## src/rtl/alu_flag_pkg.sv

```systemverilog
package alu_flag_pkg;

  typedef enum logic [2:0] {
    OP_ADD  = 3'b000,
    OP_SUB  = 3'b001,
    OP_DEC  = 3'b010,
    OP_AND  = 3'b011,
    OP_OR   = 3'b100,
    OP_NOT  = 3'b101,
    OP_IDL6 = 3'b110,
    OP_IDL7 = 3'b111
  } alu_op_e;

  localparam int FLAG_W   = 16;
  localparam int CF_BIT   = 0;
  localparam int PF_BIT   = 2;
  localparam int AF_BIT   = 4;
  localparam int ZF_BIT   = 6;
  localparam int SF_BIT   = 7;
  localparam int CTL_BASE = 8;   // trap, interrupt enable, direction follow
  localparam int CTL_W    = 3;
  localparam int OF_BIT   = 11;

  localparam logic [FLAG_W-1:0] STATUS_MASK = 16'h08D5;
  localparam logic [FLAG_W-1:0] CTL_MASK    = 16'h0700;

  typedef struct packed {
    logic ovf;
    logic sgn;
    logic zero;
    logic aux;
    logic par;
    logic cry;
  } status_t;

  function automatic logic even_ones8(input logic [7:0] v);
    return ~(^v);
  endfunction

endpackage

```

## src/rtl/alu_arith_core.sv

```systemverilog
module alu_arith_core
  import alu_flag_pkg::*;
#(
  parameter int N = 16
) (
  input  logic [N-1:0] a,
  input  logic [N-1:0] b,
  input  alu_op_e      op,
  output logic [N-1:0] y,
  output logic         carry,
  output logic         aux,
  output logic         ovf,
  output logic         op_valid
);
  localparam logic [N:0] ONE_W   = (N+1)'(1);
  localparam int         MSB     = N - 1;

  logic [N:0] wide;
  logic [4:0] nib;

  always_comb begin
    wide     = '0;
    nib      = '0;
    y        = '0;
    carry    = 1'b0;
    aux      = 1'b0;
    ovf      = 1'b0;
    op_valid = 1'b1;
    case (op)
      OP_ADD: begin
        wide  = {1'b0, a} + {1'b0, b};
        nib   = {1'b0, a[3:0]} + {1'b0, b[3:0]};
        y     = wide[N-1:0];
        carry = wide[N];
        aux   = nib[4];
        ovf   = (a[MSB] == b[MSB]) && (wide[MSB] != a[MSB]);
      end
      OP_SUB: begin
        wide  = {1'b0, a} - {1'b0, b};
        nib   = {1'b0, a[3:0]} - {1'b0, b[3:0]};
        y     = wide[N-1:0];
        carry = wide[N];
        aux   = nib[4];
        ovf   = (a[MSB] != b[MSB]) && (wide[MSB] != a[MSB]);
      end
      OP_DEC: begin
        wide  = {1'b0, a} - ONE_W;
        nib   = {1'b0, a[3:0]} - 5'd1;
        y     = wide[N-1:0];
        carry = wide[N];
        aux   = nib[4];
        ovf   = a[MSB] & ~wide[MSB];
      end
      OP_AND:  y = a & b;
      OP_OR:   y = a | b;
      OP_NOT:  y = ~a;
      default: op_valid = 1'b0;
    endcase
  end

endmodule

```

## src/rtl/alu_cond_gen.sv

```systemverilog
module alu_cond_gen
  import alu_flag_pkg::*;
#(
  parameter int N = 16
) (
  input  logic [N-1:0] a,
  input  logic [N-1:0] b,
  input  logic [N-1:0] y,
  output logic         zero,
  output logic         a_gt_b,
  output logic         par,
  output logic         sgn
);
  assign zero   = (y == '0);
  assign a_gt_b = (a > b);
  assign par    = even_ones8(y[7:0]);
  assign sgn    = y[N-1];
endmodule

```

## src/rtl/alu_flag_reg.sv

```systemverilog
module alu_flag_reg
  import alu_flag_pkg::*;
(
  input  logic              clk,
  input  logic              rst_n,
  input  logic              we,
  input  logic              op_valid,
  input  status_t           st_in,
  input  logic [CTL_W-1:0]  ctl_set,
  input  logic [CTL_W-1:0]  ctl_clr,
  output logic [FLAG_W-1:0] flags
);
  status_t          st_q;
  logic [CTL_W-1:0] ctl_q;

  always_ff @(posedge clk or negedge rst_n) begin
    if (!rst_n)                st_q <= '0;
    else if (we && op_valid)   st_q <= st_in;
  end

  for (genvar k = 0; k < CTL_W; k++) begin : g_ctl
    always_ff @(posedge clk or negedge rst_n) begin
      if (!rst_n)          ctl_q[k] <= 1'b0;
      else if (ctl_clr[k]) ctl_q[k] <= 1'b0;
      else if (ctl_set[k]) ctl_q[k] <= 1'b1;
    end
  end

  always_comb begin
    flags                              = '0;
    flags[CF_BIT]                      = st_q.cry;
    flags[PF_BIT]                      = st_q.par;
    flags[AF_BIT]                      = st_q.aux;
    flags[ZF_BIT]                      = st_q.zero;
    flags[SF_BIT]                      = st_q.sgn;
    flags[OF_BIT]                      = st_q.ovf;
    flags[CTL_BASE +: CTL_W]           = ctl_q;
  end
endmodule

```

## src/rtl/alu_flag_unit.sv

```systemverilog
module alu_flag_unit
  import alu_flag_pkg::*;
#(
  parameter int N = 16
) (
  input  logic         clk,
  input  logic         rst_n,
  input  logic [N-1:0] opa,
  input  logic [N-1:0] opb,
  input  logic [2:0]   fsel,
  input  logic         flag_we,
  input  logic [2:0]   ctl_set,
  input  logic [2:0]   ctl_clr,
  output logic [N-1:0] result,
  output logic         carry_o,
  output logic         zero_o,
  output logic         a_gt_b_o,
  output logic [15:0]  flags_o
);
  logic    aux, ovf, op_valid, par, sgn;
  status_t st;

  alu_arith_core #(.N(N)) u_core (
    .a(opa), .b(opb), .op(alu_op_e'(fsel)),
    .y(result), .carry(carry_o), .aux(aux), .ovf(ovf), .op_valid(op_valid)
  );

  alu_cond_gen #(.N(N)) u_cond (
    .a(opa), .b(opb), .y(result),
    .zero(zero_o), .a_gt_b(a_gt_b_o), .par(par), .sgn(sgn)
  );

  always_comb begin
    st.cry  = carry_o;
    st.par  = par;
    st.aux  = aux;
    st.zero = zero_o;
    st.sgn  = sgn;
    st.ovf  = ovf;
  end

  alu_flag_reg u_flags (
    .clk(clk), .rst_n(rst_n), .we(flag_we), .op_valid(op_valid), .st_in(st),
    .ctl_set(ctl_set), .ctl_clr(ctl_clr), .flags(flags_o)
  );
endmodule

```

## config.mk

```make
export PLATFORM = sky130hd
export DESIGN_NAME = alu_flag_unit
export DESIGN_NICKNAME = d
export VERILOG_FILES = /design/src/rtl/alu_flag_pkg.sv /design/src/rtl/alu_arith_core.sv /design/src/rtl/alu_cond_gen.sv /design/src/rtl/alu_flag_reg.sv /design/src/rtl/alu_flag_unit.sv
export SDC_FILE = /design/constraint.sdc
export NUM_CORES = 1
export LEC_CHECK = 0
export ABC_CLOCK_PERIOD_IN_PS = 3900
export CAP_MARGIN = 0
export CORE_MARGIN = 2
export CORE_UTILIZATION = 30
export CTS_CLUSTER_DIAMETER = 60
export DETAILED_ROUTE_END_ITERATION = 7
export DONT_BUFFER_PORTS = 1
export GPL_ROUTABILITY_DRIVEN = 0
export PLACE_DENSITY = 0.55
export SLEW_MARGIN = 40
export SYNTH_ARGS = -nofsm -noshare
export SYNTH_HDL_FRONTEND = slang
export SYNTH_SLANG_ARGS = --single-unit
```

## constraint.sdc

```tcl
create_clock -name clk -period 3.9 [get_ports clk]
set_clock_uncertainty 0.2 [all_clocks]
set_input_delay 0.195 -clock clk [delete_from_list [all_inputs] [get_ports clk]]
set_output_delay 0.195 -clock clk [all_outputs]
set_load 0.1 [all_outputs]
```

# Yosys cells after proc, flatten, opt, wreduce, memory -nomap -nowiden
# Cells that the tools add are included.
# Widths: inputs -> output; s select.
# totals
ff_bits	9
latchBits	0
ram_bits	0
romBits	0
input_bits	44
out_inout_bits	35
wordCells	52
memories	0
# op_classes
addsub	6
multipliers	0
div	0
n_lt_le_gt_ge	1
eq_ne	9
shift	0
n_mux	11
bitwise	6
n_reduce_logical	10
# ops
op	n
$pmux 16 s6	1
$add 16x16->17	1
$sub 16x1->17 const B	1
$sub 16x16->17	1
$and 16x16->16	1
$gt 16x16->1	1
$logic_not 16->1	1
$not 16->16	1
$or 16x16->16	1
$pmux 1 s3	3
$reduce_xor 8->1	1
$mux 1	7
$eq 3x2->1 const B	2
$eq 3x3->1 const B	2
$reduce_bool 2->1	3
$reduce_or 6->1	1
$add 4x4->5	1
$sub 4x1->5 const B	1
$sub 4x4->5	1
$eq 3x1->1 const B	1
$logic_and 1x1->1	3
$logic_not 3->1	1
$ne 1x1->1	3
$not 1->1	2
other kinds (2)	2

# Logic depth before layout (Yosys ltp)
# logic_depth
word_depth	4
depth_mapped	16
mapped_depth_nobuf	15

# Hierarchy
# A second synthesis with hierarchy kept.
# hier_totals
hier_cells	556
hier_area_um2	3917.5
# modules_own_cells
mod	n_inst	cells_each	area_each_um2
alu_arith_core	1	451	2961.6
alu_cond_gen	1	75	550.5
alu_flag_reg	1	30	405.4

# Least setup slack after synthesis
# OpenSTA, ideal clock, no wires.
# synth_path
path_type	input port to output port
start	input opa[0]
end	output zero_o
t_arrival_ns	5.537
required_ns	3.505
slack_ns	-2.032
cell_stages	13
cell_sequence	inv_1 -> ha_1 -> inv_1 -> fa_1 -> nand2b_1 -> a21oi_1 -> a21oi_1 -> o41ai_1 -> a221o_1 -> a31oi_1 -> o21ai_0 -> nand4bb_1 -> nor3_1
# synth_between
elab_chain_len	3
elab_cells_between_ends	8
# synth_rtl
element	line_no	rtl
start, declared	alu_flag_unit.sv:8	input logic [N-1:0] opa,
$sub 16x1->17 (tied with other cells)	alu_arith_core.sv:47	wide = {1'b0, a} - ONE_W;
$pmux 16 s6 (*)	alu_arith_core.sv:29	case (op)
net result[8]	alu_flag_unit.sv:14	output logic [N-1:0] result,
$logic_not 16->1 (*)	alu_cond_gen.sv:14	assign zero = (y == '0);
end, declared	alu_flag_unit.sv:16	output logic zero_o,
# Mark *: on every way through the listed nets, which the timed path passes. The rest lies on a longest branch.

# Worst setup path in the final report
# layout_path
start	input opa[1]
end	output zero_o
# layout_between
elab_chain_len	3
elab_cells_between_ends	8
# layout_rtl
element	line_no
$sub 16x1->17 (tied with other cells)	alu_arith_core.sv:47
$pmux 16 s6 (*)	alu_arith_core.sv:29
$logic_not 16->1 (*)	alu_cond_gen.sv:14
# Every way passes the cells marked *; elsewhere a longest branch is shown, timed or not.

==> impl_results.md <==
* Result of the run: completed
* CTS tree: done
* H-tree levels at 1
* Share of final-layout standard cells stronger than drive strength 1 at around 15%
* Post-synthesis sequential area ratio at just over 6%
* CTS Root Buffer Type: clkbuf_16
* Dominant delay contributor by cell family on the critical path: simple AND/OR/NAND/NOR gates
* Worst Tran Pin Value at 0.892 ns
* Area enclosed by the die boundary at 0.0130 mm²
* Required time at the endpoint of the critical path at between 3 and 4 ns
* Iteration-0 DRC Markers at ~430
* Combinational power share at around two thirds
* Mapped Cells at 516
* R2R depth at 3
* Path category of the worst min-delay check: in -> reg
* Post-Synthesis Mean Instance Area at ~7.0 µm²
* Critical path type: in -> out
* Aggregate global-route resource usage at around 20%
* Io pins at around 80
* Clock group share of total power at about 16%
* Die Y-Extent at approximately 110 µm
* Worst hold path startpoint: flag_we
* Top cell type's share of synthesized area at 21.0%
* Number of diodes at 0
* Setup TNS after final layout at 0 ns
* Post-DRT Antenna Nets at 0
* Cells traversed along the worst timing path: inv_1 -> ha_1 -> a21o_1 -> and4_1 -> or2_1 -> a31o_2 -> a22oi_1 -> nor2_1 -> a2111oi_1 -> buf_4 -> ha_1 -> nand4_1 -> nor2_1 -> nand4bb_1 -> nor3_4 -> buf_12
* FMAX at roughly 270 MHz
* Placed cell areas at about 0.0041 mm²
* Routed wire length at ~13000 µm
* Synth Register Bits at 9
* Core area at 0.0119 mm²
* Post-layout min period at around 3.8 ns
* Count leader, synth: ha_1
* Flip-flop count of the largest register, all copies and words added at 9
* Worst vdd rail ir drop at between 150 and 200 µV
* Commonest cells in the netlist: ha_1, inv_1, nor2_1, nand2_1, a21oi_1
* Power Density at between 200 and 300 mW/mm²
* Number of distinct standard cells referenced by the synthesized netlist at just under 80
* Via count of the first global-routing pass at ~4k
* Slowest stage cell on the critical path: a2111oi_1
* CP bufs+invs at 3
* Number of setup violations in the final report at 0
* Total count of hold-check failures in the final report at 0
* Maximum number of pins on one net before global-route repair at 33
* Number of input and output port buffers inserted at 0
* Maximum capacitance violations at 0
* Syn-to-layout area delta at 19.1%
* EDFF count, synth at 0
* Gr ovfl total at 0
* Netlist area before placement at around 0.0036 mm²
* Total of fill cells in the finished design at 1239
* Rel. slew slack at around two fifths
* Top cells by area, synth: ha_1, dfrtp_1, inv_1, nor2_1, a21oi_1
* Most instantiated flip-flop cell in the synthesis netlist: dfrtp_1
* Kind of end point of the critical path: output port
* Initial core utilization at 30.5%
* Sequential share of power at a little under a fifth
* Reg-to-reg slack, setup at 2.17 ns
* Design area at 0.00432 mm²
* Number of nets in the final layout at ~640
* Cell depth of the worst min-delay path at 2
* Post-synthesis async set-or-reset flop share at 100%
* Critical register-to-register path startpoint: u_flags.flags[9]
* Yosys warns at 0
* Top cell type by total area after synthesis: ha_1
* Max Slew Vio Count at 0
* Switching power at 0.691 mW
* Destination of the worst register-to-register timing path: u_flags.flags[9]
* Number of remaining DRC errors at 0
* Die W at around 110 µm
* Share of total power consumed by net switching at a little under 60%
* Clk sinks at 9
* Detailed placement HPWL at 10200 µm
* Iteration count of the initial detailed-routing pass at 5
* Maximum number of buffers from clock root to sink at 2
* Clock insertion delay at the later pin of the skew report at approximately 0.24 ns
* CP peak stage delay at ~0.40 ns
* Period utilisation layout at between 90% and 100%
* Via/cell ratio at a little under 6
* Type of element launching the critical path: primary input
* Vias after detailed routing at about 4k
* Hold EP: u_flags.flags[2]
* Worst endpoint data arrival time at 3.37 ns
* Cell internal pwr at a little under 0.5 mW
* Total clock buffers created by CTS at 3
* Clock transition at path regs at 0.04 ns
* Antenna violations before repair at 0
* Routed wirelength normalized by instance count at between 15 and 20 µm
* Critical-path maximum fanout at 8
* Global-route wire length before repair at 20300 µm
* Reported leakage power at just under 2 nW
* RSZ-0062 raised after global routing: no
* Number of rows in the core area at 40
-- power by group through the flow --
stage / registers [mW] / clock network (mW) / logic [mW]
finish: 0.214 / 0.186 / 0.786
global route: 0.215 / 0.192 / 0.835
CTS: 0.212 / 0.184 / 0.775
detailed placement: 0.213 / 0 / 0.762
global placement: 0.212 / 0 / 0.755
floorplan: 0.209 / 0 / 0.609
-- layer usage --
layer | wire [µm] | GRT usage (%) | vias up
li1 | - | - | 1871
met1 | 5600 | 26.4 | 1885
met2 | 6200 | 33.1 | 203
met3 | 1070 | 2.13 | 24
met4 | 221 | 4.31 | 0
met5 | 0 | 0 | -
-- through the flow --
step,std cells,power [mW],setup slack (ns),utilization (%),hold slack (ns)
finish,682,1.19,0.134,36.3,0.111
global placement,665,0.967,0.174,34.3,-0.300
CTS,681,1.17,0.0422,36.1,0.113
floorplan,522,0.818,-0.438,-,-0.301
detailed placement,667,0.975,0.00617,34.6,-0.300
global route,682,1.24,0.00216,36.3,0.148
-- layout make-up --
class | instances | area [µm²] | share of cell area, %
clock inverters | 1 | 5.00 | 0.116
flip-flops and latches | 9 | 234 | 5.41
inverters | 56 | 225 | 5.21
repair buffers | 44 | 442 | 10.2
clock buffers | 3 | 75.1 | 1.74
well taps | 147 | 184 | 4.25
multi-input cells | 422 | 3160 | 73.1
-- timing repair --
item                                    4_1_cts  5_1_grt
gates resized for setup                       1        2
hold buffers                                 10        0
buffers inserted                              0        1
endpoints found under the setup margin        1        1
hold endpoints to repair                     14        0
pin swaps                                     0        2
-- worst max path at each step --
stage	endpoint	from	depth (start not counted)	slack, ns
CTS	zero_o	opb[2]	17	0.04
global placement	zero_o	opa[2]	17	0.17
detailed placement	zero_o	opa[2]	17	0.006
finish	zero_o	opa[1]	16	0.13
floorplan	zero_o	opb[1]	11	-0.44
global route	zero_o	opb[2]	17	0.002
-- cell families after synthesis --
| group | after synthesis | synth area share (%) |
|---|---|---|
| AOI/OAI and AO/OA | 157 | 30.9 |
| xor gates and xnor gates | 17 | 4.10 |
| adders and majority gates | 63 | 22.1 |
| buffers and inverters | 91 | 10.5 |
| DFF | 9 | 6.20 |
| muxes | 6 | 2.07 |
| other | 1 | 0.103 |
| and+or+nand+nor | 172 | 24.0 |
-- layout by cell type (no fill, tap or decap), types with 5 or more instances in the layout --
cell type      synthesis  layout
o21ai_1               10      11
xnor2_1               14      14
o211ai_1               6       6
nand2_1               40      40
nor2b_1                6       6
nand2b_1              10      10
inv_1                 55      50
ha_1                  61      57
conb_1                 1       7
and3_1                 5       5
nor2_1                55      55
a22oi_1                7       7
a21oi_1               33      32
o221ai_1               6       5
buf_4                  8      28
nor3_1                15      12
dlygate4sd3_1          0      10
o21ai_0               20      18
nand3_1                6       6
dfrtp_2                0       7
nand4_1                5       5
a21o_1                10      10
nor3_2                 3       5
o31ai_1                5       5
o22ai_1                5       5
Note: power is estimated with default switching activity, not from simulation.
